===== src/rtl/dk_pkg.sv =====
package dk_pkg;

    typedef enum logic [3:0] {
        OP_NOP,
        OP_OLC_PAY,
        OP_OLC_DL,
        OP_OLC_DEC,
        OP_ILC_PAY,
        OP_ILC_DL,
        OP_ILC_INF,
        OP_TAPL,
        OP_DL_LIT,
        OP_FLAGS,
        OP_SHIFT
    } op_e;

    typedef enum logic {
        ST_IDLE,
        ST_ARMED
    } stage_e;

endpackage


===== src/rtl/dk_decode.sv =====
module dk_decode
    import dk_pkg::*;
#(
    parameter int DL_W  = 37,
    parameter int PAY_W = 14,
    parameter int SHL_W = 19
) (
    input  logic             shift,
    input  logic [1:0]       src,
    input  logic [2:0]       dst,
    input  logic [SHL_W-1:0] imm,
    output op_e              op,
    output logic [DL_W-1:0]  lit
);
    localparam int EXT_W = DL_W - PAY_W;
    localparam int SPAD  = DL_W - SHL_W;

    logic [PAY_W-1:0] pay;
    assign pay = imm[PAY_W-1:0];

    always_comb begin
        op  = OP_NOP;
        lit = {{EXT_W{1'b0}}, pay};
        if (shift) begin
            op  = OP_SHIFT;
            lit = {{SPAD{1'b0}}, imm};
        end else begin
            unique case (dst)
                3'b000: begin
                    unique case (src)
                        2'b00:   op = OP_OLC_PAY;
                        2'b01:   op = OP_OLC_DL;
                        2'b10:   op = OP_OLC_DEC;
                        default: op = OP_NOP;
                    endcase
                end
                3'b001: begin
                    unique case (src)
                        2'b00:   op = OP_ILC_PAY;
                        2'b01:   op = OP_ILC_DL;
                        2'b10:   op = OP_ILC_INF;
                        default: op = OP_NOP;
                    endcase
                end
                3'b010: op = (src == 2'b00) ? OP_TAPL : OP_NOP;
                3'b100: begin
                    unique case (src)
                        2'b01:   op = OP_DL_LIT;
                        2'b10: begin
                            op  = OP_DL_LIT;
                            lit = {{EXT_W{1'b1}}, pay};
                        end
                        default: op = OP_NOP;
                    endcase
                end
                3'b111:  op = OP_FLAGS;
                default: op = OP_NOP;
            endcase
        end
    end
endmodule


===== src/rtl/dk_stage.sv =====
module dk_stage
    import dk_pkg::*;
#(
    parameter int DL_W = 37
) (
    input  logic            clk,
    input  logic            rst_n,
    input  logic            deck,
    input  logic            exec,
    input  op_e             op_in,
    input  logic [DL_W-1:0] lit_in,
    output op_e             op_q,
    output logic [DL_W-1:0] lit_q,
    output logic            armed,
    output logic            fire
);
    stage_e state, state_nx;

    // transitions: LOAD, FIRE, FIRE_LOAD, RELOAD
    always_comb begin
        state_nx = state;
        unique case (state)
            ST_IDLE:  if (deck) state_nx = ST_ARMED;
            ST_ARMED: if (exec && !deck) state_nx = ST_IDLE;
            default:  state_nx = ST_IDLE;
        endcase
    end

    always_ff @(posedge clk) begin
        if (!rst_n) begin
            state <= ST_IDLE;
            op_q  <= OP_NOP;
            lit_q <= '0;
        end else begin
            state <= state_nx;
            if (deck) begin
                op_q  <= op_in;
                lit_q <= lit_in;
            end
        end
    end

    always_comb begin
        armed = (state == ST_ARMED);
        fire  = armed && exec;
    end

    p_arm_after_deck_r2: assert property (@(posedge clk) disable iff (!rst_n)
        deck |=> (state == ST_ARMED));

    p_consumed_once_r10: assert property (@(posedge clk) disable iff (!rst_n)
        (exec && !deck) |=> (state == ST_IDLE));
endmodule


===== src/rtl/dk_flag_lut.sv =====
module dk_flag_lut #(
    parameter int TT_W = 6
) (
    input  logic [TT_W-1:0] table_in,
    input  logic            a,
    input  logic            b,
    input  logic            c,
    output logic            nxt
);
    localparam int IDX_N = 8;

    logic [IDX_N-1:0] padded;
    logic [2:0]       idx;

    generate
        if (TT_W < IDX_N) begin : g_pad
            assign padded = {{(IDX_N-TT_W){1'b0}}, table_in};
        end else begin : g_full
            assign padded = table_in[IDX_N-1:0];
        end
    endgenerate

    assign idx = {a, b, c};
    assign nxt = padded[idx];
endmodule


===== src/rtl/dk_regupd.sv =====
module dk_regupd
    import dk_pkg::*;
#(
    parameter int DL_W   = 37,
    parameter int PAY_W  = 14,
    parameter int SHL_W  = 19,
    parameter int CNT_W  = 14,
    parameter int PATH_W = 11
) (
    input  logic              clk,
    input  logic              rst_n,
    input  logic              deck_stb,
    input  logic              exec_stb,
    input  logic              ins_shift,
    input  logic [1:0]        ins_src,
    input  logic [2:0]        ins_dst,
    input  logic [SHL_W-1:0]  ins_imm,
    input  logic              c_flag,
    output logic [CNT_W-1:0]  olc,
    output logic [CNT_W-1:0]  ilc,
    output logic              ilc_inf,
    output logic [PATH_W-1:0] tapl,
    output logic [DL_W-1:0]   dl,
    output logic              flag_a,
    output logic              flag_b
);
    localparam int TT_W   = (PAY_W - 2) / 2;
    localparam int KEEP_W = DL_W - SHL_W;

    op_e             dec_op, op_q;
    logic [DL_W-1:0] dec_lit, lit_q;
    logic            armed, fire;
    logic            nxt_a, nxt_b;

    dk_decode #(.DL_W(DL_W), .PAY_W(PAY_W), .SHL_W(SHL_W)) u_dec (
        .shift (ins_shift),
        .src   (ins_src),
        .dst   (ins_dst),
        .imm   (ins_imm),
        .op    (dec_op),
        .lit   (dec_lit)
    );

    dk_stage #(.DL_W(DL_W)) u_stg (
        .clk    (clk),
        .rst_n  (rst_n),
        .deck   (deck_stb),
        .exec   (exec_stb),
        .op_in  (dec_op),
        .lit_in (dec_lit),
        .op_q   (op_q),
        .lit_q  (lit_q),
        .armed  (armed),
        .fire   (fire)
    );

    dk_flag_lut #(.TT_W(TT_W)) u_lut_a (
        .table_in (lit_q[2*TT_W-1:TT_W]),
        .a        (flag_a),
        .b        (flag_b),
        .c        (c_flag),
        .nxt      (nxt_a)
    );

    dk_flag_lut #(.TT_W(TT_W)) u_lut_b (
        .table_in (lit_q[TT_W-1:0]),
        .a        (flag_a),
        .b        (flag_b),
        .c        (c_flag),
        .nxt      (nxt_b)
    );

    always_ff @(posedge clk) begin
        if (!rst_n) begin
            olc     <= '0;
            ilc     <= '0;
            ilc_inf <= 1'b0;
            tapl    <= '0;
            dl      <= '0;
            flag_a  <= 1'b0;
            flag_b  <= 1'b0;
        end else if (fire) begin
            unique case (op_q)
                OP_OLC_PAY: olc <= lit_q[CNT_W-1:0];
                OP_OLC_DL:  olc <= dl[CNT_W-1:0];
                OP_OLC_DEC: olc <= (olc == '0) ? '0 : olc - CNT_W'(1);
                OP_ILC_PAY: begin
                    ilc     <= lit_q[CNT_W-1:0];
                    ilc_inf <= 1'b0;
                end
                OP_ILC_DL: begin
                    ilc     <= dl[CNT_W-1:0];
                    ilc_inf <= 1'b0;
                end
                OP_ILC_INF: ilc_inf <= 1'b1;
                OP_TAPL:    tapl <= lit_q[PATH_W-1:0];
                OP_DL_LIT:  dl <= lit_q;
                OP_SHIFT:   dl <= {dl[KEEP_W-1:0], lit_q[SHL_W-1:0]};
                OP_FLAGS: begin
                    flag_a <= nxt_a;
                    flag_b <= nxt_b;
                end
                default: ;
            endcase
        end
    end

    p_idle_exec_r10: assert property (@(posedge clk) disable iff (!rst_n)
        (exec_stb && !armed) |=> ($stable(olc) && $stable(ilc) && $stable(ilc_inf)
                                  && $stable(tapl) && $stable(dl)
                                  && $stable(flag_a) && $stable(flag_b)));

    p_dec_floor_r3: assert property (@(posedge clk) disable iff (!rst_n)
        (fire && op_q == OP_OLC_DEC && olc == '0) |=> (olc == '0));

    p_dec_step_r3: assert property (@(posedge clk) disable iff (!rst_n)
        (fire && op_q == OP_OLC_DEC && olc != '0) |=> (olc == $past(olc) - CNT_W'(1)));

    p_inf_set_r4: assert property (@(posedge clk) disable iff (!rst_n)
        (fire && op_q == OP_ILC_INF) |=> ilc_inf);

    p_shift_tail_r8: assert property (@(posedge clk) disable iff (!rst_n)
        (fire && op_q == OP_SHIFT) |=> (dl[SHL_W-1:0] == $past(lit_q[SHL_W-1:0])));
endmodule


===== config.mk =====
export PLATFORM = sky130hd
export DESIGN_NAME = dk_regupd
export DESIGN_NICKNAME = d
export VERILOG_FILES = /design/src/rtl/dk_pkg.sv /design/src/rtl/dk_decode.sv /design/src/rtl/dk_stage.sv /design/src/rtl/dk_flag_lut.sv /design/src/rtl/dk_regupd.sv
export SDC_FILE = /design/constraint.sdc
export NUM_CORES = 1
export LEC_CHECK = 0
export CELL_PAD_IN_SITES_DETAIL_PLACEMENT = 1
export CELL_PAD_IN_SITES_GLOBAL_PLACEMENT = 1
export CORE_MARGIN = 5
export CORE_UTILIZATION = 50
export CTS_BUF_LIST = sky130_fd_sc_hd__clkbuf_8
export DETAILED_ROUTE_END_ITERATION = 10
export DONT_BUFFER_PORTS = 1
export PLACE_DENSITY = 0.85
export SYNTH_ARGS = -nofsm -noshare
export SYNTH_HDL_FRONTEND = slang
export SYNTH_SLANG_ARGS = --single-unit

===== constraint.sdc =====
create_clock -name clk -period 5.25 [get_ports clk]
set_input_delay 0.525 -clock clk [delete_from_list [all_inputs] [get_ports clk]]
set_output_delay 0.525 -clock clk [all_outputs]
set_load 0.1 [all_outputs]

Word-level counts from Yosys, hierarchy flattened
Cells that the tools add are included.

storage, ports and cells
  register bits after elaboration = 121
  latch bits = 0
  bits in writable memories = 0
  bits in read-only memories = 0
  input port bits = 30
  output and inout bits = 79
  memories = 0

operators by class
  add/sub/neg operators = 1
  multiply operators = 0
  div/mod/pow operators = 0
  magnitude comparators = 1
  eq/ne operators = 16
  shifts and indexed selects = 0
  mux-type cells = 21
  bitwise gates (word level) = 1
  reduce and logical (&&, ||, !) cells = 18

operator list
  kind                     number
  $mux W37                 3
  $pmux W37 S2             1
  $pmux W14 S3             1
  $pmux W14 S2             1
  $pmux W4 S5              1
  $eq A4 B3 Y1 const B     4
  $logic_not A14 Y1        1
  $mux W14                 1
  $sub A14 B1 Y14 const B  1
  $eq A4 B4 Y1 const B     3
  $reduce_and A2 Y1        6
  $pmux W3 S3              1
  $eq A4 B2 Y1 const B     2
  $mux W4                  2
  $bmux W1 S3              2
  $eq A3 B3 Y1 const B     2
  $pmux W2 S3              1
  $reduce_bool A2 Y1       3
  $eq A4 B1 Y1 const B     1
  $lt A3 B4 Y1 const B     1
  $mux W1                  4
  $pmux W1 S2              2
  $reduce_or A2 Y1         2
  $eq A3 B1 Y1 const B     1
  other kinds (10)         11

Longest topological paths before layout
  depth after elaboration = 5
  mapped depth = 7
  mapped depth without buffers = 6

Cells and area by module
Synthesis repeated with hierarchy kept, for this count alone.

unflattened totals
  cell total of the unflattened synthesis = 657
  area, all modules = 6,043.3 um^2

by module, submodules not included
  module       times used  cells an instance  area each (um^2)  sequential area each (um^2)
  dk_regupd    1           440                3,836.2           1,581.5
  dk_stage     1           136                1,634.1           840.8
  dk_decode    1           71                 470.5             0.0
  dk_flag_lut  2           5                  51.3              0.0

Worst setup path after synthesis
OpenSTA, ideal clock, no wires.

  path type = reg-to-reg
  start point = reg olc[0]
  end point = reg olc[11]
  data arrival time = 2.338 ns
  data required time = 5.164 ns
  setup slack = 2.827 ns
  cell stages (with the launch flop) = 8
  path buffers = 1
  path through = dfxtp_1 inv_1 ha_1 nor4b_1 nand4_1 buf_2 o211ai_1 a211oi_1

between the ends
  cells in the longest elaborated chain, start to end = 3
  elaborated cells between the ends (all ways) = 4
  those cells by class = 1 x add/sub; 2 x mux; 1 x reduce/logical

ends and longest elaborated chain
  element                                               line             RTL
  start: declaration                                    dk_regupd.sv:19  output logic [CNT_W-1:0] olc,
  start signal: assignment                              dk_regupd.sv:84  OP_OLC_PAY: olc <= lit_q[CNT_W-1:0];
  start signal: assignment                              dk_regupd.sv:85  OP_OLC_DL: olc <= dl[CNT_W-1:0];
  start signal: assignment                              dk_regupd.sv:86  OP_OLC_DEC: olc <= (olc == '0) ? '0 : olc - CNT_W'(1);
  $sub A14 B1 Y14 or $logic_not A14 Y1 (tied branches)  dk_regupd.sv:86
  $mux W14 *                                            dk_regupd.sv:86
  $pmux W14 S3 *                                        dk_regupd.sv:83  unique case (op_q)

Mark *: on every way between the ends. The rest lies on a longest branch, timed or not.
A chain may end at the register's enable or synchronous reset.

Final worst setup path
  start point = reg olc[0]
  end point = reg olc[5]

Same word-level chain as after synthesis.

==> flow_summary.toml <==
[status]
status = "finished clean"

[sta]
max_slew.worst_pin.slew_ps = 1260
setup_tns_ps = 0
final-hold-violation-count = 0
maxSlewHeadroom = 0.155
rsz0062_at_grt = "false"
max_freq_ghz = 0.327
finClkSkew_ps = 13.6
finalCritPeriodShare = 0.582
drv_slew = 0
report.final.setup_viol = 0
fin_crit_ps = 3060

[die]
die_h_um = 109
coreArea_um2 = 9680
row_count = 36
start_util = 0.507
dieWidth_um = 109
die_area_um2 = 11900
ioPinCount = 109

[drt]
drc = 0
drt_iter0_drc = 238
dr.pass1.iters = 4
drtAntennaViolNets = 0
vias = 4228
vias_per_cell = 6.17
drt-total-wl_um = 14600
wl_per_cell_um = 21.3

[synthesis]
syn_nets = 608
synthDistinctLibCells = 57
synth_area_leaders = "dfxtp_1, mux2i_1, nand2_1"
netlist_instances = 572
syn_area_um2 = 4910
ys_ff_latch = 104
seq_area_frac_synth = 0.424
synth_edf_count = 0
yosysMostFrequentCell = "dfxtp_1"
synthArstFlopShare = 0
synth_common_cells = "dfxtp_1, nand2_1, nor2_1, a21oi_1"
synth.top_cell.area_share = 0.424
avgSynthCellArea_um2 = 8.58
ys_dominant_reg_cell = "dfxtp_1"
yosys_warnings = 0
netlist.top_cell.by_area = "dfxtp_1"

[global_routing]
antenna_found_initial = 0
grt_usage = 0.251
grt_pass1_wl_um = 23100
grt_max_degree = 66
grt_overflow = 0
grt_pass1_vias = 4318

[setup_path]
r2r_setup_slack_ps = 2190
worstRegToRegCells = 6
crit_path_start_kind = "flop"
critPathTopFamily = "flip-flops"
worst_path_max_delay_cell = "dfxtp_1"
cp_num_buf_inv = 1
slowest_delay_ps = 1030
cp-end-kind = "flop"
crit_type = "reg -> reg"
cp.arrival_ps = 3320
reg2reg_from = "olc[0]"
crit_required_ps = 5510
timing.rr.end = "olc[5]"
worst-path-max-fanout = 17
worstPathCellList = "inv_1, ha_1, nor4b_1, nand4_1, nand2_1, o311ai_0"

[clocking]
clock_path_buffers = 2
clkSlewWorstSetupHoldPaths_ps = 90
ctsHtreeMaxLevel = 3
cts_tree = "yes"
worstSkewPairLatency_ps = 380
cts.sinks = 104
cts_resized = 0
cts_setup_buffers = 0
cts_made_buffers = 9
root_buffer = "clkbuf_8"
cts-hold-fix-buffers = 0

[placed_design]
gp_congestion = 0.763
placedCellCount = 671
placed_area_um2 = 4950
hpwl_um = 10200
io_buffer_count = 0

[power]
p_per_area_nw_per_um2 = 299
p_leak_uw = 0.00178
vdd_drop_max_mv = 0.169
power.total_uw = 1540

[layout]
drive_gt1_frac = 0.0815
final_cells = 685
diodes = 0
final_cell_area_um2 = 5150
final_nets = 585
area_delta_synth_final_pct = 5.05

[worst_hold_path]
hold_depth = 1
whs_endpoint = "u_stg.op_q[3]"
min_from = "deck_stb"
hold_path.class = "in -> reg"

[job]
cap_violations = 0
==> cell families (layout without fill, tap and decap cells) <==
group,Yosys count,count (layout),share of synthesized area
flip-flops,104,104,0.424
adder cells (fa/ha/maj),6,6,0.0153
AND/OR/NAND/NOR,208,208,0.216
multiplexers,49,49,0.107
AO/OA/AOI/OAI,146,146,0.183
buffers and inverters,59,39,0.0536
==> worst reg2reg max path: stages, from the launching register on <==
cell	delay (ps)
dfxtp_1	1030
inv_1	240
ha_1	280
nor4b_1	150
nand4_1	610
nand2_1	210
o311ai_0	420
==> state kept, by name, summed over array words and instances, names as in the netlist <==
register	flops
ilc	14
u_stg.lit_q	20
u_stg.armed	1
ilc_inf	1
tapl	11
olc	14
u_stg.op_q	4
flag_b	1
flag_a	1
dl	37
==> per-layer routing <==
metal	routed length, um	GRT usage	vias up
met5	0	0	-
met4	314	0.0938	0
met3	1310	0.0888	22
met2	7190	0.428	139
met1	5760	0.287	2075
li1	-	-	1992
==> worst max-delay path by stage <==
stage / from / end / slack (ps) / depth (start not counted)
final: olc[0] / olc[5] / 2190 / 6
after global placement: olc[0] / olc[5] / 2420 / 6
after CTS: olc[0] / olc[5] / 2200 / 6
after floorplan: olc[0] / olc[11] / 2830 / 7
after global routing: olc[0] / olc[5] / 2010 / 6
after detailed placement: olc[0] / olc[5] / 2280 / 6
==> layout make-up <==
class                      instances  area, um2
sequential                       104       2080
clock inverter                     4       70.1
clock buffer                      10        138
multi-input combinational        409       2570
timing repair buffer               9       67.6
inverter                          16       60.1
fill                            1155       4530
tap                              133        166
==> layout by cell type, fill, tap and decap left out, types with 2 or more instances in the layout <==
| cell | n |
|---|---|
| dfxtp_1 | 104 |
| nand2_1 | 77 |
| nor2_1 | 53 |
| a21oi_1 | 53 |
| o21ai_0 | 41 |
| mux2i_1 | 41 |
| inv_1 | 15 |
| a211oi_1 | 15 |
| clkbuf_8 | 10 |
| nor2b_1 | 9 |
| buf_4 | 9 |
| a31oi_1 | 8 |
| nand2b_1 | 7 |
| nor4_1 | 6 |
| nor3_1 | 6 |
| nand3_1 | 6 |
| mux2_2 | 6 |
| ha_1 | 6 |
| nand4_1 | 5 |
| nor4b_1 | 5 |
| o211ai_1 | 4 |
| nand3b_1 | 4 |
| or3_1 | 4 |
| a2bb2oi_1 | 3 |
| nand4b_1 | 3 |
| a41oi_1 | 3 |
| o221ai_1 | 3 |
| or4_1 | 3 |
| o22ai_1 | 3 |
| o311ai_0 | 3 |
| nor3_2 | 2 |
| a311oi_1 | 2 |
| nor3b_1 | 2 |
| or3b_2 | 2 |
| a2111oi_0 | 2 |
| o211a_1 | 2 |
| or3b_1 | 2 |
| bufinv_16 | 2 |
| clkinv_2 | 2 |
==> report_power, final <==
part,total (uW),leakage (uW),switching [uW],internal (uW)
Sequential,876,0.000844,70.5,806
Clock,546,0.000108,271,275
Combinational,117,0.000830,71.0,45.7
==> stage by stage <==
stage	util	worst slack, ps	hold slack, ps
final	0.532	2190	241
after global routing	0.532	2010	223
after CTS	0.532	2200	226
after detailed placement	0.511	2280	460
after global placement	0.511	2420	446
after floorplan	-	2830	429
No activity file was read; power rests on OpenSTA's default activity.
